--- src/rtl/pmc_pkg.sv ---
package pmc_pkg;

  typedef enum logic [1:0] {
    PM_RUN    = 2'b00,
    PM_SLEEP  = 2'b01,
    PM_STBY   = 2'b10,
    PM_SETTLE = 2'b11
  } pm_mode_e;

endpackage

--- src/rtl/pmc_ctrl_reg.sv ---
module pmc_ctrl_reg #(
  parameter int REG_W   = 8,
  parameter int SBY_POS = 7,
  parameter int HIZ_POS = 6
) (
  input  logic             clk,
  input  logic             rst,
  input  logic             we_i,
  input  logic [REG_W-1:0] wdata_i,
  output logic [REG_W-1:0] rdata_o,
  output logic             sby_sel_o,
  output logic             hiz_sel_o
);

  localparam logic [REG_W-1:0] KEEP_MASK =
    (REG_W'(1) << SBY_POS) | (REG_W'(1) << HIZ_POS);

  logic sby_q;
  logic hiz_q;

  always_ff @(posedge clk) begin
    if (rst) begin
      sby_q <= 1'b0;
      hiz_q <= 1'b0;
    end else if (we_i) begin
      sby_q <= wdata_i[SBY_POS];
      hiz_q <= wdata_i[HIZ_POS];
    end
  end

  always_comb begin
    rdata_o          = '0;
    rdata_o[SBY_POS] = sby_q;
    rdata_o[HIZ_POS] = hiz_q;
  end

  assign sby_sel_o = sby_q;
  assign hiz_sel_o = hiz_q;


  unused_bits_zero_chk: assert property (@(posedge clk) disable iff (rst)
    (rdata_o & ~KEEP_MASK) == '0);


  write_lands_chk: assert property (@(posedge clk) disable iff (rst)
    we_i |=> (rdata_o == ($past(wdata_i) & KEEP_MASK)));

endmodule

--- src/rtl/pmc_settle_timer.sv ---
module pmc_settle_timer #(
  parameter int MIN_SETTLE = 16,
  parameter int MAX_SETTLE = 4096,
  parameter int CNT_W      = $clog2(MAX_SETTLE + 1)
) (
  input  logic             clk,
  input  logic             rst,
  input  logic             load_i,
  input  logic [CNT_W-1:0] len_i,
  output logic             done_o
);

  localparam logic [CNT_W-1:0] LO = CNT_W'(MIN_SETTLE);
  localparam logic [CNT_W-1:0] HI = CNT_W'(MAX_SETTLE);

  logic [CNT_W-1:0] len_clamped;
  logic [CNT_W-1:0] cnt_q;

  always_comb begin
    if (len_i < LO)      len_clamped = LO;
    else if (len_i > HI) len_clamped = HI;
    else                 len_clamped = len_i;
  end

  always_ff @(posedge clk) begin
    if (rst)                 cnt_q <= '0;
    else if (load_i)         cnt_q <= len_clamped - CNT_W'(1);
    else if (cnt_q != '0)    cnt_q <= cnt_q - CNT_W'(1);
  end

  assign done_o = (cnt_q == '0);


  settle_range_chk: assert property (@(posedge clk) disable iff (rst)
    load_i |=> (cnt_q >= LO - CNT_W'(1)) && (cnt_q <= HI - CNT_W'(1)));

endmodule

--- src/rtl/pmc_fsm.sv ---
module pmc_fsm
  import pmc_pkg::*;
(
  input  logic       clk,
  input  logic       rst,
  input  logic       man_rst_i,
  input  logic       sleep_i,
  input  logic       irq_i,
  input  logic       nmi_i,
  input  logic       dma_err_i,
  input  logic       sby_sel_i,
  input  logic       hiz_sel_i,
  input  logic       settle_done_i,
  output logic       settle_load_o,
  output logic [1:0] mode_o,
  output logic       cpu_halt_o,
  output logic       per_clk_en_o,
  output logic       main_clk_en_o,
  output logic       per_rst_stb_o,
  output logic       port_hiz_o
);

  pm_mode_e state_q, state_d;
  logic     sleep_wake;
  logic     stby_wake;

  assign sleep_wake = irq_i | nmi_i | dma_err_i;
  assign stby_wake  = nmi_i;

  always_comb begin
    state_d       = state_q;
    settle_load_o = 1'b0;
    if (man_rst_i) begin
      state_d = PM_RUN;
    end else begin
      case (state_q)
        PM_RUN: begin
          if (sleep_i) begin
            if (sby_sel_i) begin
              if (!stby_wake) state_d = PM_STBY;
            end else if (!sleep_wake) begin
              state_d = PM_SLEEP;
            end
          end
        end
        PM_SLEEP:  if (sleep_wake) state_d = PM_RUN;
        PM_STBY: begin
          if (stby_wake) begin
            state_d       = PM_SETTLE;
            settle_load_o = 1'b1;
          end
        end
        PM_SETTLE: if (settle_done_i) state_d = PM_RUN;
        default:   state_d = PM_RUN;
      endcase
    end
  end

  always_ff @(posedge clk) begin
    if (rst) begin
      state_q       <= PM_RUN;
      cpu_halt_o    <= 1'b0;
      per_clk_en_o  <= 1'b1;
      main_clk_en_o <= 1'b1;
      per_rst_stb_o <= 1'b0;
      port_hiz_o    <= 1'b0;
    end else begin
      state_q       <= state_d;
      cpu_halt_o    <= (state_d != PM_RUN);
      per_clk_en_o  <= (state_d != PM_STBY);
      main_clk_en_o <= (state_d != PM_STBY);
      per_rst_stb_o <= (state_q == PM_RUN) && (state_d == PM_STBY);
      port_hiz_o    <= hiz_sel_i &&
                       ((state_d == PM_STBY) || (state_d == PM_SETTLE));
    end
  end

  assign mode_o = state_q;


  stby_hold_chk: assert property (@(posedge clk) disable iff (rst)
    (state_q == PM_STBY && !nmi_i && !man_rst_i) |=>
      (state_q == PM_STBY) && !main_clk_en_o && !per_clk_en_o);


  sleep_wake_chk: assert property (@(posedge clk) disable iff (rst)
    (state_q == PM_SLEEP && sleep_wake && !man_rst_i) |=>
      (state_q == PM_RUN) && !cpu_halt_o);


  man_rst_run_chk: assert property (@(posedge clk) disable iff (rst)
    man_rst_i |=> (mode_o == 2'b00) && !cpu_halt_o && main_clk_en_o);


  stb_on_entry_chk: assert property (@(posedge clk) disable iff (rst)
    per_rst_stb_o |-> (state_q == PM_STBY) && ($past(state_q) == PM_RUN));


  pending_wake_chk: assert property (@(posedge clk) disable iff (rst)
    (state_q == PM_RUN && sleep_i && !man_rst_i &&
     (sby_sel_i ? stby_wake : sleep_wake)) |=> (state_q == PM_RUN));


  sleep_clocks_chk: assert property (@(posedge clk) disable iff (rst)
    (state_q == PM_RUN && sleep_i && !sby_sel_i && !sleep_wake && !man_rst_i) |=>
      cpu_halt_o && main_clk_en_o && per_clk_en_o && !per_rst_stb_o);

endmodule

--- src/rtl/pwr_mode_ctrl.sv ---
module pwr_mode_ctrl #(
  parameter int REG_W      = 8,
  parameter int MIN_SETTLE = 16,
  parameter int MAX_SETTLE = 4096,
  parameter int CNT_W      = $clog2(MAX_SETTLE + 1)
) (
  input  logic             clk,
  input  logic             rst,
  input  logic             man_rst,
  input  logic             reg_we,
  input  logic [REG_W-1:0] reg_wdata,
  output logic [REG_W-1:0] reg_rdata,
  input  logic             sleep_req,
  input  logic             irq_req,
  input  logic             nmi,
  input  logic             dma_addr_err,
  input  logic [CNT_W-1:0] settle_cycles,
  output logic [1:0]       mode,
  output logic             cpu_halt,
  output logic             per_clk_en,
  output logic             main_clk_en,
  output logic             per_rst_stb,
  output logic             port_hiz
);

  logic sby_sel;
  logic hiz_sel;
  logic settle_load;
  logic settle_done;

  pmc_ctrl_reg #(
    .REG_W  (REG_W),
    .SBY_POS(REG_W - 1),
    .HIZ_POS(REG_W - 2)
  ) u_reg (
    .clk      (clk),
    .rst      (rst),
    .we_i     (reg_we),
    .wdata_i  (reg_wdata),
    .rdata_o  (reg_rdata),
    .sby_sel_o(sby_sel),
    .hiz_sel_o(hiz_sel)
  );

  pmc_settle_timer #(
    .MIN_SETTLE(MIN_SETTLE),
    .MAX_SETTLE(MAX_SETTLE),
    .CNT_W     (CNT_W)
  ) u_timer (
    .clk   (clk),
    .rst   (rst),
    .load_i(settle_load),
    .len_i (settle_cycles),
    .done_o(settle_done)
  );

  pmc_fsm u_fsm (
    .clk          (clk),
    .rst          (rst),
    .man_rst_i    (man_rst),
    .sleep_i      (sleep_req),
    .irq_i        (irq_req),
    .nmi_i        (nmi),
    .dma_err_i    (dma_addr_err),
    .sby_sel_i    (sby_sel),
    .hiz_sel_i    (hiz_sel),
    .settle_done_i(settle_done),
    .settle_load_o(settle_load),
    .mode_o       (mode),
    .cpu_halt_o   (cpu_halt),
    .per_clk_en_o (per_clk_en),
    .main_clk_en_o(main_clk_en),
    .per_rst_stb_o(per_rst_stb),
    .port_hiz_o   (port_hiz)
  );

endmodule

--- config.mk ---
export PLATFORM = sky130hd
export DESIGN_NAME = pwr_mode_ctrl
export DESIGN_NICKNAME = d
export VERILOG_FILES = /design/src/rtl/pmc_pkg.sv /design/src/rtl/pmc_ctrl_reg.sv /design/src/rtl/pmc_settle_timer.sv /design/src/rtl/pmc_fsm.sv /design/src/rtl/pwr_mode_ctrl.sv
export SDC_FILE = /design/constraint.sdc
export NUM_CORES = 1
export LEC_CHECK = 0
export BUFFER_PORTS_ARGS = -buffer_cell sky130_fd_sc_hd__buf_2
export CORE_MARGIN = 2
export CORE_UTILIZATION = 54
export CTS_CLUSTER_DIAMETER = 150
export DETAILED_ROUTE_END_ITERATION = 8
export PLACE_DENSITY = 0.83
export SLEW_MARGIN = 20
export SYNTH_ARGS = -nofsm -noshare
export SYNTH_HDL_FRONTEND = slang
export SYNTH_SLANG_ARGS = --single-unit
--- constraint.sdc ---
create_clock -name clk -period 4.7 [get_ports clk]
set_clock_uncertainty 0.2 [all_clocks]
set_input_delay 0.235 -clock clk [delete_from_list [all_inputs] [get_ports clk]]
set_output_delay 0.235 -clock clk [all_outputs]
set_load 0.05 [all_outputs]
==> flow_summary.yaml, run 1 <==
clocking:
  hold_buffers: 5
  cts_buffer_depth: 2
  cts_root_buf: "clkbuf_4"
  clk_latency_ns: 0.31
  cts_made_buffers: 3
  cts_resized: 0
  htreeDepth: 1
  post_cts_buffers: 0
  cts_tree: "yes"
  clock-sinks: 21
  clk_pin_slew_worst_paths_ns: 0.13
logic_synthesis:
  synth-adder-area-share_pct: 0.921
  seq_area_frac_synth_pct: 30.9
  ys.flop_type: "dfxtp_1"
  synth_compound_area_share_pct: 18.2
  avgSynthCellArea_um2: 8.71
  synth_top_family_by_area: "simple AND/OR/NAND/NOR gates"
  synth.distinct_cells: 48
  synth_area_um2: 1360
  synthArstFlopShare_pct: 0
  synthMuxAreaShare_pct: 5.34
  yosys_warnings: 0
  syn_inst: 156
  synth-seq-cells: 21
  synth-simple-area-share_pct: 32.3
  synth_edf_count: 0
  synth-xor-area-share_pct: 3.87
timing:
  worst_slew_pin_slew_ns: 1.03
  hold_violations: 0
  tns_ns: 0
  post-route-min-period_ns: 3.08
  slew_headroom_pct: 31.1
  clock.fmax_ghz: 0.325
  setup_viol: 0
  fin_crit_sh_pct: 65.5
  slew_viol_final: 0
  rsz0062_at_grt: "false"
  setup_ws_ns: 1.62
critical_path:
  worstPathArrival_ns: 3.15
  crit_buf_inv: 4
  crit_path_max_incr_delay_ns: 0.54
  reg2reg_slack_ns: 1.81
  start_kind: "input pin"
  critPathMaxFanout: 19
  endpoint_kind: "flop"
  required_ns: 4.77
  crit_chain: "dlygate4sd3_1 > buf_2 > nand4bb_1 > buf_4 > and2_1 > a31o_2 > inv_1 > ha_1 > nor3b_4 > nand3_1 > or4_1 > nand2_1"
  criticalPathCategory: "in2reg"
  critPathSlowestCell: "dlygate4sd3_1"
  cp_top_family: "simple AND/OR/NAND/NOR gates"
routing:
  drt_iter0_drc: 34
  highest_layer: "met4"
  ant_nets: 0
  via_per_inst: 5.80
  drc: 0
  wl_met3_um: 191
  firstDrtPassIters: 4
  wl_met2_um: 1620
  finalWirelength_um: 3280
  vias: 1265
  met1_length_um: 1420
  wl_per_cell_um: 15.0
placement:
  hpwl_um: 2410
  gp_congestion: 0.881
  post-place-ws_ns: 1.69
  numPortBuffers: 31
finish:
  layout-drive-gt1-share_pct: 27.1
  mostFrequentLayoutCells: "buf_2, dfxtp_1, nor2_1"
  diodes: 0
  syn_to_final_growth_pct: 15.1
  layout_commonest_cell: "buf_2"
  nNetsFinal: 219
  fillers: 217
floorplan:
  boundaryPins: 44
  rows: 18
  die_w_um: 54.2
  die-height_um: 54.2
  coreArea_um2: 2430
  start_util_pct: 55.9
  dieArea_um2: 2930
power:
  power_uw: 808
  ir_drop_mv: 0.396
  p_per_area_nw_per_um2: 517
  power.leakage_nw: 0.653
grt:
  grt_max_degree: 20
  grt_usage_pct: 24.3
  first_global_vias: 1126
  gr-total-overflow: 0
  antenna_found_initial: 0
  grt_first_pass_wirelength_um: 5150
run_status:
  status: "complete, no violations"
min_path:
  hold_class: "in2reg"
job:
  maxCapViolations: 0
## synthesized netlist by cell type, types with 3 or more instances
library cell,instances,area share (%)
nand2_1,7,1.9
o21ai_0,8,2.9
mux2i_1,5,3.7
nand4_1,3,1.4
and3_1,4,1.8
buf_4,10,5.5
a21oi_1,10,3.7
dfxtp_1,21,31
inv_1,5,1.4
nor3b_1,3,1.7
xnor2_1,4,2.6
nor4_1,3,1.4
and2_1,5,2.3
nor3_1,3,1.1
nor2_1,18,5.0
a31oi_1,4,1.8
## flip-flops by register name, summed over array words and instances, names as in the netlist
signal and cells:
u_timer.cnt_q 13, u_fsm.mode_o 2, u_fsm.cpu_halt_o 1, u_fsm.per_clk_en_o 1, u_fsm.per_rst_stb_o 1, u_fsm.port_hiz_o 1, u_reg.hiz_sel_o 1, u_reg.sby_sel_o 1
## where the power goes
| group | switching [mW] | leakage [nW] | internal, mW | total [mW] |
|---|---|---|---|---|
| clock | 0.0612 | 0.0177 | 0.0318 | 0.0931 |
| combinational | 0.266 | 0.463 | 0.185 | 0.451 |
| sequential | 0.0313 | 0.172 | 0.232 | 0.263 |
## final cells by class
class / instances / area [um^2] / area share [%]
tap: 30 / 37.5 / 2.40
sequential: 21 / 420 / 26.9
clock buffer: 3 / 22.5 / 1.44
clock inverter: 1 / 5.00 / 0.320
multi-input combinational: 121 / 847 / 54.2
timing repair buffer: 37 / 213 / 13.6
inverter: 5 / 18.8 / 1.20
## final timing paths
path | to | depth (start not counted) | from
hold / removal | u_reg.hiz_sel_o | 3 | reg_we
setup reg to reg | u_timer.cnt_q[12] | 10 | u_fsm.mode_o[1]
hold reg to reg | u_fsm.port_hiz_o | 1 | u_reg.hiz_sel_o
setup / recovery | u_timer.cnt_q[12] | 12 | man_rst
## stage by stage
| step | area [um^2] | util (%) | cells | hold slack (ns) |
|---|---|---|---|---|
| after floorplan | 1380 | - | 161 | 0.107 |
| after global placement | 1490 | 61.1 | 209 | 0.259 |
| after detailed placement | 1490 | 61.1 | 209 | 0.281 |
| after CTS | 1560 | 64.3 | 218 | 0.0333 |
| after global routing | 1560 | 64.3 | 218 | 0.0206 |
| final | 1560 | 64.3 | 218 | 0.0365 |
## worst reg2reg max path: stages (launching register included)
cell       delay [ns]
dfxtp_1          0.48
nand4bb_1        0.14
buf_4            0.22
and2_1           0.18
a31o_2           0.25
inv_1            0.15
ha_1             0.21
nor3b_4          0.33
nand3_1          0.13
or4_1            0.47
nand2_1          0.07
## per-layer routing
layer	global-route usage (%)	vias up
met5	0	-
met4	7.92	0
met3	5.00	6
met2	38.6	42
met1	32.7	594
li1	-	623
## cell families after synthesis
| kind of cell | count (synthesis) |
|---|---|
| other | 1 |
| AND/OR/NAND/NOR | 66 |
| adder cells (fa/ha/maj) | 1 |
| XOR/XNOR | 6 |
| buffers and inverters | 19 |
| AO/OA/AOI/OAI | 35 |
| multiplexers | 7 |
| flip-flops | 21 |
No activity file was read; power rests on OpenSTA's default activity.
==> run 2, diff against run 1 <==
ABC_AREA = 1   (was default)
CORE_UTILIZATION = 52   (was 54)
PLACE_DENSITY = 0.78   (was 0.83)
clock period = 3.2 ns   (was 4.7 ns; I/O delays follow)
==> flow_summary.yaml, run 2 <==
clocking:
  clock-sinks: 21
  htreeDepth: 1
  cts_resized: 0
  cts_tree: "yes"
  cts_buffer_depth: 2
  cts_root_buf: "clkbuf_4"
  post_cts_buffers: 0
  cts_made_buffers: 3
  clk_pin_slew_worst_paths_ns: 0.12
  clk_latency_ns: 0.32
  hold_buffers: 8
timing:
  tns_ns: 0
  fin_crit_sh_pct: 76.1
  post-route-min-period_ns: 2.44
  hold_violations: 0
  slew_viol_final: 0
  clock.fmax_ghz: 0.410
  rsz0062_at_grt: "false"
  setup_viol: 0
logic_synthesis:
  yosys-top-cells-count: "nand2_1, nor2_1, inv_1, dfxtp_1, nand3_1"
  avgSynthCellArea_um2: 6.74
  seq_area_frac_synth_pct: 25.9
  synth_most_common_cell: "nand2_1"
  synth_top_family_by_area: "simple AND/OR/NAND/NOR gates"
  synth-adder-area-share_pct: 0.770
  synth_top_area_share_pct: 25.9
  synth.distinct_cells: 36
  ys.flop_type: "dfxtp_1"
  synth-xor-area-share_pct: 0
  yosys-top-cells-area: "dfxtp_1, nand2_1, nor2_1"
  synthMuxAreaShare_pct: 0
  yosys_warnings: 0
  synth-simple-area-share_pct: 48.1
  synth_compound_area_share_pct: 10.9
  synth-seq-cells: 21
  syn_inst: 241
  synth_edf_count: 0
  yosys.area.top_type: "dfxtp_1"
  synthArstFlopShare_pct: 0
  synth_area_um2: 1620
power:
  ir_drop_mv: 0.351
  p_per_area_nw_per_um2: 736
  power.leakage_nw: 0.915
finish:
  fillers: 270
  nNetsFinal: 307
  diodes: 0
  instances_no_fill: 309
  utilization_pct: 61.1
  top_register: "u_timer.cnt_q"
  layout-drive-gt1-share_pct: 29.3
  largest_reg_flops: 13
  mostFrequentLayoutCells: "nand2_1, nor2_1, buf_2"
  syn_to_final_growth_pct: 12.9
  layout_commonest_cell: "nand2_1"
critical_path:
  worstPathArrival_ns: 2.50
  start_kind: "flop"
  endpoint_kind: "flop"
  required_ns: 3.27
  critPathMaxFanout: 17
  criticalPathCategory: "reg2reg"
routing:
  firstDrtPassIters: 4
  wl_per_cell_um: 11.2
  finalWirelength_um: 3450
  drc: 0
  drt_iter0_drc: 86
  via_per_inst: 5.00
  ant_nets: 0
  vias: 1545
placement:
  numPortBuffers: 31
  post-place-cells: 297
  hpwl_um: 2740
  gp_congestion: 0.830
grt:
  gr-total-overflow: 0
  grt_usage_pct: 20.8
  grt_max_degree: 18
  antenna_found_initial: 0
  grt_first_pass_wirelength_um: 5670
  first_global_vias: 1361
floorplan:
  boundaryPins: 44
  die_w_um: 59.9
  coreArea_um2: 3000
  rows: 20
  start_util_pct: 54.1
  dieArea_um2: 3590
  die-height_um: 59.9
min_path:
  hold_class: "in2reg"
run_status:
  status: "complete, no violations"
job:
  maxCapViolations: 0
-- run 2: report_power, final --
part,internal [mW],total [mW],switching (mW)
sequential,0.333,0.380,0.0472
clock,0.0478,0.136,0.0885
combinational,0.301,0.834,0.532
-- run 2: final cells by class --
type / count / area (um^2) / area share, %
clock inverters: 1 / 7.51 / 0.409
repair buffers: 39 / 235 / 12.8
multi-input cells: 183 / 993 / 54.2
clock buffers: 3 / 22.5 / 1.23
well taps: 33 / 41.3 / 2.25
inverters: 29 / 114 / 6.21
flip-flops and latches: 21 / 420 / 22.9
-- run 2: logic make-up after synthesis --
group,Yosys count
adder cells (fa/ha/maj),1
buffers and inverters,42
other,1
AO/OA/AOI/OAI,29
flip-flops,21
AND/OR/NAND/NOR,147
-- run 2: worst paths after layout --
kind	from	to	slack, ns	cells past startpoint
min reg2reg	u_reg.hiz_sel_o	u_fsm.port_hiz_o	0.30	1
max	u_fsm.mode_o[0]	u_timer.cnt_q[12]	0.76	17
min	settle_cycles[9]	u_timer.cnt_q[9]	0.06	5
max reg2reg	u_fsm.mode_o[0]	u_timer.cnt_q[12]	0.76	17
-- run 2: critical path, stage by stage (launching register included) --
cell and delay (ns):
dfxtp_1 0.49, nor2_4 0.09, nand2_4 0.19, clkinv_4 0.17
nand2_2 0.10, nor2_2 0.04, nand2_2 0.07, nand2_4 0.07
inv_2 0.10, ha_1 0.22, nand3_4 0.12, inv_2 0.08
nand3_4 0.09, nor2_2 0.13, nand2_1 0.06, nand2_1 0.05
inv_1 0.04, nor2_1 0.08
-- run 2: per-stage QoR --
step                      setup slack, ns  hold slack [ns]  cell area, um^2  power (mW)
after floorplan                     0.682           0.0291             1640        1.06
after global placement              0.808            0.192             1720        1.19
after detailed placement            0.781            0.193             1720        1.20
after CTS                           0.751           0.0596             1830        1.34
after global routing                0.536           0.0755             1830        1.47
final                               0.764           0.0629             1830        1.35
-- run 2: per-layer routing --
layer,vias to the layer above,global-route usage (%),share of wire (%)
li1,821,-,-
met1,678,27.5,48
met2,37,34.9,45
met3,9,0.649,4.0
met4,0,9.84,2.7
met5,-,0,0
==> run 3, diff against run 2 <==
clock period = 2.5 ns   (was 3.2 ns; I/O delays follow)
==> flow_summary.yaml, run 3 (synthesis results as in run 2) <==
floorplan:
  die_w_um: 59.9
  rows: 20
  start_util_pct: 54.1
  die-height_um: 59.9
  dieArea_um2: 3590
  boundaryPins: 44
  coreArea_um2: 3000
finish:
  layout-drive-gt1-share_pct: 30.1
  ff_latch_area_um2: 423
  syn_to_final_growth_pct: 15.1
  fillers: 277
  largest_reg_flops: 13
  layout_commonest_cell: "nand2_1"
  mostFrequentLayoutCells: "nand2_1, nor2_1, buf_2"
  nNetsFinal: 310
  multiInputGateArea_um2: 998
  diodes: 0
  top_register: "u_timer.cnt_q"
min_path:
  holdPathStages: 5
  hold_class: "in2reg"
routing:
  firstDrtPassIters: 4
  wl_met2_um: 1800
  via_per_inst: 5.12
  met1_length_um: 1730
  drc: 0
  highest_layer: "met4"
  vias: 1598
  finalWirelength_um: 3820
  drt_iter0_drc: 93
  ant_nets: 0
  wl_met3_um: 183
  wl_per_cell_um: 12.2
clocking:
  htreeDepth: 1
  clk_pin_slew_worst_paths_ns: 0.13
  clock-sinks: 21
  clk_latency_ns: 0.33
  cts_made_buffers: 3
  cts_root_buf: "clkbuf_4"
  cts_tree: "yes"
  cts_buffer_depth: 2
grt:
  grt_usage_pct: 22.8
  first_global_vias: 1420
  antenna_found_initial: 0
  gr-total-overflow: 0
  grt_max_degree: 18
  grt_first_pass_wirelength_um: 6140
critical_path:
  critPathMaxFanout: 11
  criticalPathCategory: "in2reg"
  reg2reg_slack_ns: 0.26
  start_kind: "input pin"
  rr_worst_depth: 16
  endpoint: "u_timer.cnt_q[8]"
  rr_startpoint: "u_fsm.mode_o[1]"
  required_ns: 2.52
  worstPathArrival_ns: 2.30
  endpoint_kind: "flop"
  r2r_end: "u_timer.cnt_q[8]"
  crit_start: "settle_cycles[0]"
timing:
  clock.fmax_ghz: 0.440
  rsz0062_at_grt: "false"
  post-route-min-period_ns: 2.28
  hold_violations: 0
  tns_ns: 0
  setup_viol: 0
  slew_viol_final: 0
  fin_crit_sh_pct: 91.0
placement:
  hpwl_um: 2750
  gp_congestion: 0.840
  numPortBuffers: 31
power:
  power.leakage_nw: 0.932
  power_mw: 1.76
  ir_drop_mv: 0.345
  p_per_area_nw_per_um2: 940
job:
  maxCapViolations: 0
run_status:
  status: "complete, no violations"
[run 3: changes by cell type in the layout (fill, tap and decap cells not counted)]
cell,change
dlygate4sd3_1,+2
dfxtp_1,-2
dfxtp_2,+2
nand2_2,-1
buf_4,+1
nand2_4,+1
[run 3: layout make-up]
type,count,area share (%)
clock buffers,3,1.20
clock inverters,1,0.402
inverters,29,6.09
multi-input cells,183,53.4
flip-flops and latches,21,22.6
well taps,33,2.21
repair buffers,42,14.1
[run 3: through the flow]
stage               utilization [%]  instance area, um^2  hold slack, ns  cells  setup slack [ns]
floorplan                         -                 1640        -0.00593    246            0.0230
global placement               57.7                 1730           0.155    298             0.266
detailed placement             57.7                 1730           0.156    298             0.251
CTS                            62.0                 1860          0.0229    312             0.196
global route                   62.3                 1870          0.0546    312            0.0165
finish                         62.3                 1870          0.0244    312             0.225
[run 3: worst max-delay path, cell delays in order]
cell           delay (ns)
dlygate4sd3_1        0.53
buf_2                0.13
or2_1                0.22
nor2_1               0.14
nand2_1              0.11
nand2_4              0.16
nand2_2              0.08
nand2_2              0.08
inv_2                0.04
ha_1                 0.21
nand3_4              0.12
inv_2                0.05
nand3_4              0.08
o21ai_1              0.07
nor2_1               0.11
nor2_1               0.04
[run 3: where the power goes]
group	internal, mW	total [mW]	switching, mW
clock network	0.0614	0.183	0.121
registers	0.426	0.487	0.0605
logic	0.388	1.09	0.699
[run 3: timing repair]
| item | in CTS | in global routing |
|---|---|---|
| hold buffers | 10 | 0 |
| setup endpoints to repair | 0 | 2 |
| hold endpoints to repair | 10 | 0 |
| buffers inserted | 0 | 0 |
| gates resized for setup | 0 | 2 |
[run 3: metal layers]
| layer | vias up | track usage (%) |
|---|---|---|
| li1 | 826 | - |
| met4 | 0 | 10.2 |
| met5 | - | 0 |
| met3 | 9 | 0.866 |
| met2 | 57 | 39.3 |
| met1 | 706 | 29.5 |
[run 3: how the worst min path moves through the flow]
stage / startpoint / endpoint / slack, ns
6_report: settle_cycles[9] / u_timer.cnt_q[9] / 0.02
5_1_grt: settle_cycles[9] / u_timer.cnt_q[9] / 0.05
4_1_cts: settle_cycles[9] / u_timer.cnt_q[9] / 0.02
3_5_place_dp: reg_wdata[6] / u_reg.hiz_sel_o / 0.16
3_3_place_gp: reg_wdata[6] / u_reg.hiz_sel_o / 0.15
2_1_floorplan: rst / u_fsm.cpu_halt_o / -0.006
